### src/rtl/tec_pkg.sv
package tec_pkg;
  typedef enum logic {SRC_INT = 1'b0, SRC_EXT = 1'b1} src_e;

  // next value of a modulo counter
  function automatic logic [31:0] mod_inc(input logic [31:0] v, input longint unsigned modulus);
    mod_inc = (longint'(v) + 1 >= modulus) ? 32'd0 : v + 32'd1;
  endfunction

  // true when v is the last value before wrap
  function automatic logic mod_last(input logic [31:0] v, input longint unsigned modulus);
    mod_last = (longint'(v) + 1 >= modulus);
  endfunction
endpackage

### src/rtl/tec_prescaler.sv
module tec_prescaler #(
  parameter int unsigned DIV = 32
) (
  input  logic clk,
  input  logic rst_n,
  input  logic clr_i,
  input  logic stb_i,
  output logic tick_o
);
  import tec_pkg::*;
  localparam int unsigned PW = (DIV > 2) ? $clog2(DIV) : 1;

  logic [PW-1:0] pre_q;

  assign tick_o = stb_i & ~clr_i & mod_last(32'(pre_q), DIV);

  always_ff @(posedge clk) begin
    if (!rst_n)      pre_q <= '0;
    else if (clr_i)  pre_q <= '0;
    else if (stb_i)  pre_q <= PW'(mod_inc(32'(pre_q), DIV));
  end

  AST_PRE_CLEARED: assert property (@(posedge clk) disable iff (!rst_n)
    clr_i |=> pre_q == '0);
  AST_PRE_HOLDS: assert property (@(posedge clk) disable iff (!rst_n)
    (!clr_i && !stb_i) |=> $stable(pre_q));
endmodule

### src/rtl/tec_fall_sync.sv
module tec_fall_sync #(
  parameter int unsigned STAGES = 2
) (
  input  logic clk,
  input  logic rst_n,
  input  logic pin_i,
  output logic fall_o
);
  logic [STAGES-1:0] sync_q;
  logic              last_q;

  generate
    for (genvar g = 0; g < STAGES; g++) begin : g_stage
      always_ff @(posedge clk) begin
        if (!rst_n) sync_q[g] <= 1'b1;
        else        sync_q[g] <= (g == 0) ? pin_i : sync_q[(g == 0) ? 0 : g-1];
      end
    end
  endgenerate

  always_ff @(posedge clk) begin
    if (!rst_n) last_q <= 1'b1;
    else        last_q <= sync_q[STAGES-1];
  end

  assign fall_o = last_q & ~sync_q[STAGES-1];

  AST_FALL_SINGLE: assert property (@(posedge clk) disable iff (!rst_n)
    fall_o |=> !fall_o);
endmodule

### src/rtl/tec_flags.sv
module tec_flags (
  input  logic clk,
  input  logic rst_n,
  input  logic ovf_i,
  input  logic clr_i,
  input  logic en_i,
  input  logic ack_i,
  output logic flag_o,
  output logic irq_o
);
  always_ff @(posedge clk) begin
    if (!rst_n) begin
      flag_o <= 1'b0;
      irq_o  <= 1'b0;
    end else begin
      flag_o <= ovf_i | (flag_o & ~clr_i);
      irq_o  <= en_i & (ovf_i | (irq_o & ~ack_i));
    end
  end

  AST_FLAG_SET: assert property (@(posedge clk) disable iff (!rst_n)
    ovf_i |=> flag_o);
  AST_FLAG_STICKY: assert property (@(posedge clk) disable iff (!rst_n)
    (flag_o && !clr_i) |=> flag_o);
  AST_IRQ_DISABLED: assert property (@(posedge clk) disable iff (!rst_n)
    !en_i |=> !irq_o);
  AST_IRQ_CAUSE: assert property (@(posedge clk) disable iff (!rst_n)
    $rose(irq_o) |-> $past(ovf_i));
endmodule

### src/rtl/tec_top.sv
module tec_top #(
  parameter int unsigned CNT_W       = 8,
  parameter int unsigned PRE_DIV     = 32,
  parameter int unsigned SYNC_STAGES = 2
) (
  input  logic             clk,
  input  logic             rst_n,
  input  logic             cmd_start_tmr,
  input  logic             cmd_start_evt,
  input  logic             cmd_stop,
  input  logic             ic_stb,
  input  logic             ev_pin,
  input  logic             ld_en,
  input  logic [CNT_W-1:0] ld_val,
  output logic [CNT_W-1:0] cnt_q,
  input  logic             ovf_clr,
  output logic             ovf_flag,
  input  logic             irq_en,
  input  logic             irq_ack,
  output logic             irq_req
);
  import tec_pkg::*;
  localparam longint unsigned CNT_MOD = longint'(1) << CNT_W;

  logic run_q;
  src_e src_q;
  logic pre_tick;
  logic ev_fall;
  logic inc_evt;
  logic ovf_evt;

  tec_prescaler #(.DIV(PRE_DIV)) u_pre (
    .clk(clk), .rst_n(rst_n), .clr_i(cmd_start_tmr), .stb_i(ic_stb), .tick_o(pre_tick)
  );

  tec_fall_sync #(.STAGES(SYNC_STAGES)) u_sync (
    .clk(clk), .rst_n(rst_n), .pin_i(ev_pin), .fall_o(ev_fall)
  );

  // run state and clock source; stop > start timer > start event
  always_ff @(posedge clk) begin
    if (!rst_n) begin
      run_q <= 1'b0;
      src_q <= SRC_INT;
    end else if (cmd_stop) begin
      run_q <= 1'b0;
    end else if (cmd_start_tmr) begin
      run_q <= 1'b1;
      src_q <= SRC_INT;
    end else if (cmd_start_evt) begin
      run_q <= 1'b1;
      src_q <= SRC_EXT;
    end
  end

  assign inc_evt = run_q & ((src_q == SRC_INT) ? pre_tick : ev_fall);
  assign ovf_evt = inc_evt & ~ld_en & mod_last(32'(cnt_q), CNT_MOD);

  always_ff @(posedge clk) begin
    if (!rst_n)       cnt_q <= '0;
    else if (ld_en)   cnt_q <= ld_val;
    else if (inc_evt) cnt_q <= CNT_W'(mod_inc(32'(cnt_q), CNT_MOD));
  end

  tec_flags u_flags (
    .clk(clk), .rst_n(rst_n), .ovf_i(ovf_evt), .clr_i(ovf_clr),
    .en_i(irq_en), .ack_i(irq_ack), .flag_o(ovf_flag), .irq_o(irq_req)
  );

  AST_LOAD_WINS: assert property (@(posedge clk) disable iff (!rst_n)
    ld_en |=> cnt_q == $past(ld_val));
  AST_STEP_ONE: assert property (@(posedge clk) disable iff (!rst_n)
    (inc_evt && !ld_en) |=> cnt_q == CNT_W'($past(cnt_q) + 1'b1));
  AST_HOLD_IDLE: assert property (@(posedge clk) disable iff (!rst_n)
    (!inc_evt && !ld_en) |=> $stable(cnt_q));
  AST_STOPPED_FROZEN: assert property (@(posedge clk) disable iff (!rst_n)
    (!run_q && !ld_en) |=> $stable(cnt_q));
  AST_STOP_PRIORITY: assert property (@(posedge clk) disable iff (!rst_n)
    cmd_stop |=> !run_q);
endmodule

### config.mk
export PLATFORM = sky130hd
export DESIGN_NAME = tec_top
export DESIGN_NICKNAME = d
export VERILOG_FILES = /design/src/rtl/tec_pkg.sv /design/src/rtl/tec_prescaler.sv /design/src/rtl/tec_fall_sync.sv /design/src/rtl/tec_flags.sv /design/src/rtl/tec_top.sv
export SDC_FILE = /design/constraint.sdc
export NUM_CORES = 1
export LEC_CHECK = 0
export CORE_ASPECT_RATIO = 0.7
export CORE_MARGIN = 2
export CORE_UTILIZATION = 40
export CTS_BUF_LIST = sky130_fd_sc_hd__clkbuf_8 sky130_fd_sc_hd__clkbuf_16
export CTS_CLUSTER_DIAMETER = 40
export DETAILED_ROUTE_END_ITERATION = 16
export DONT_BUFFER_PORTS = 1
export HOLD_SLACK_MARGIN = 0.1
export PLACE_DENSITY = 0.55
export SETUP_SLACK_MARGIN = 0.2
export SLEW_MARGIN = 10
export SYNTH_ARGS = -nofsm -noshare
export SYNTH_HDL_FRONTEND = slang
export SYNTH_SLANG_ARGS = --single-unit
### constraint.sdc
create_clock -name clk -period 1.7 [get_ports clk]
set_clock_uncertainty 0.15 [all_clocks]
set_input_delay 0 -clock clk [delete_from_list [all_inputs] [get_ports clk]]
set_output_delay 0 -clock clk [all_outputs]
set_load 0.03 [all_outputs]
==> run summary <==
Area fraction of the dominant cell type after synthesis - 39.9%
Max Slew Vio Count - 0
Final setup TNS - 0 ns
Clk_lat worst skew - 0.26 ns
Startpoint Class - flop
Hold Crit Class - in2reg
Reg-to-Reg Start - cnt_q[0]$_SDFFE_PN0P_
Outcome - finished with violations
Reg clk slew, reported paths - 0.07 ns
CTS buffer count - 3
Layout Nets - 177
Tightest Pin Transition - 0.482 ns
Setup Viol. Count Final - 0
Final GP Congestion - 0.808
Post-synthesis sequential area ratio - 39.9%
Post-synthesis compound-gate area fraction - 20.9%
Mux share of post-synthesis cell area - 2.12%
Starting Density - 41.5%
GRT Total Usage - 20.4%
DIE AREA - 2930 sq um
Top Ports - 29
Post-synthesis cell type count - 41
Filler cells - 194
Hold Fails Final Rpt - 4
CTS tree - yes
DR DRC count - 0
Relative slew slack - 67.7%
Vias in the first global route - 954
Chip height - 45.9 microns
Max Fclk - 604 MHz
Worst Path Max Fanout - 4
P per Cell Area - 637 nW/um^2
Utilization after layout - 65.8%
Synth Area in XOR/XNOR - 3.49%
Post-synth EDFFs - 0
Async set-or-reset flop fraction in the synthesized netlist - 0%
# Max-Cap Violations - 0
Core Region - 2420 sq um
RSZ-0062 raised after global routing - true
Critical Path Source - cnt_q[0]$_SDFFE_PN0P_
Area grow syn2layout - 58.7%
Top post-synthesis cells by area - dfxtp_1, nand3_1, nand2b_1, o21ai_0, nor2_1
Top post-synthesis cells by count - dfxtp_1, nand3_1, nor2_1, o21ai_0, nand2b_1
Synth Register Bits - 20
Post-Synth Simple-Gate Area - 27.4%
Yosys Warn Count - 0
Clock buffer depth - 2
Initial drt markers - 44
WHS - -0.240 ns
Cell Rows - 15
Clk sinks - 20
Primary FF master, synth - dfxtp_1
Final wirelength - 3000 microns
Share of cells above drive strength 1 - 33.8%
DR WL/cell - 16.0 microns
Grt ovf - 0
Critical Path AT - 1.71 ns
Antenna-violating nets left - 0
Hold Path Origin - ic_stb
Post-Synth Adder-Cell Area - 2.49%
Vias - 1049
IO Port Bufs - 0
Cell with the most instances after synthesis - dfxtp_1
Drt first pass iters - 4
Syn Inst Count - 114
Clk root buf - clkbuf_8
Element type at the critical path end - flop
CP required - 1.75 ns
Critical path class - reg2reg
H-tree levels - 1
First-pass GRT wire length - 4530 microns
Violated checks - hold timing
Main combinational cell family by area after synthesis - simple AND/OR/NAND/NOR gates
Area leader, netlist - dfxtp_1
Tmin final - 1.66 ns
Pin count of the biggest net entering global routing - 13
# diodes - 0
Pleak - 0.553 nW
Syn Nets - 135
Synthesized area per cell - 8.81 sq um
Syn Std Cell Area - 1000 sq um
Antenna violations before repair - 0
Tcrit/Tclk final - 97.4%
VDD IR max - 0.323 mV
Via-per-instance ratio - 5.58
Die extent in x - 63.9 microns
HPWL after DPL - 1790 microns
through the flow:
| step | setup slack [ns] | power [mW] | cells | cell area [sq um] | hold WS [ns] |
|---|---|---|---|---|---|
| floorplan | 0.0752 | 0.611 | 114 | 1060 | -0.0770 |
| CTS | 0.0926 | 1.01 | 184 | 1510 | -0.242 |
| detailed placement | 0.0311 | 0.645 | 158 | 1180 | -0.0715 |
| finish | 0.0439 | 1.02 | 188 | 1590 | -0.240 |
| global route | 0.00526 | 1.05 | 188 | 1590 | -0.226 |
| global placement | 0.0691 | 0.645 | 158 | 1180 | -0.0748 |
state kept, by name, indices dropped and copies added (netlist names):
| signal | count |
|---|---|
| u_pre.pre_q | 5 |
| u_sync.last_q | 1 |
| u_flags.flag_o | 1 |
| src_q | 1 |
| u_sync.sync_q | 2 |
| run_q | 1 |
| u_flags.irq_o | 1 |
| cnt_q | 8 |
worst max-delay path: stages (launching register included):
cell and delay (ns):
dfxtp_4 0.37, ha_4 0.15, nand3_1 0.10, or2_4 0.27, or4_4 0.44, a21oi_2 0.12
per-layer routing:
layer / GRT usage [%] / up-vias / part of all wire (%)
met3: 7.43 / 2 / 9.2
met5: 0 / - / 0
li1: - / 518 / -
met2: 29.0 / 52 / 40
met1: 29.6 / 477 / 50
met4: 3.91 / 0 / 0.33
area by class of cell:
type	count	area, sq um	area share, %
multi-input combinational	87	708	44.4
sequential	20	429	26.9
timing repair buffer	39	354	22.2
tap	34	42.5	2.67
clock buffer	3	41.3	2.59
inverter	5	18.8	1.18
cells by family (layout without fill, tap and decap cells):
kind of cell             after synthesis  after routing
multiplexers                           2              2
buffers and inverters                  8             47
AND/OR/NAND/NOR                       47             47
XOR/XNOR                               4              4
flip-flops                            20             20
AO/OA/AOI/OAI                         31             32
adder cells (fa/ha/maj)                2              2
report_power, final:
part           internal [mW]  switching [mW]  total, mW
sequential             0.488          0.0227      0.511
combinational         0.0974          0.0957      0.193
clock                  0.158           0.153      0.311
cells in the final DEF, fill, tap and decap left out, drive strengths merged, types with 4 or more instances in the layout:
cell | synthesis | routed
dlygate4sd3 | 0 | 23
dfxtp | 20 | 20
buf | 1 | 16
nand3 | 9 | 9
o21ai | 7 | 7
nor2 | 7 | 7
nand2b | 6 | 6
nand4 | 5 | 5
a21oi | 5 | 5
inv | 4 | 4
path summary, 6_finish.rpt:
kind | depth (start not counted) | slack (ns) | to
setup reg to reg | 5 | 0.04 | u_flags.irq_o$_SDFF_PN0_
hold reg to reg | 2 | 0.39 | cnt_q[3]$_SDFFE_PN0P_
setup / recovery | 5 | 0.04 | u_flags.irq_o$_SDFF_PN0_
hold / removal | 2 | -0.24 | u_pre.pre_q[1]$_SDFFE_PP0P_
timing repair:
action                     4_1_cts  5_1_grt
hold buffers                    21        2
pin swaps                        4        8
gates cloned                     1        0
hold endpoints to repair        20       10
setup endpoints to repair        9       10
setup buffers                    1        2
gates resized for setup         11       10
Power figures use the tool's default switching activity.
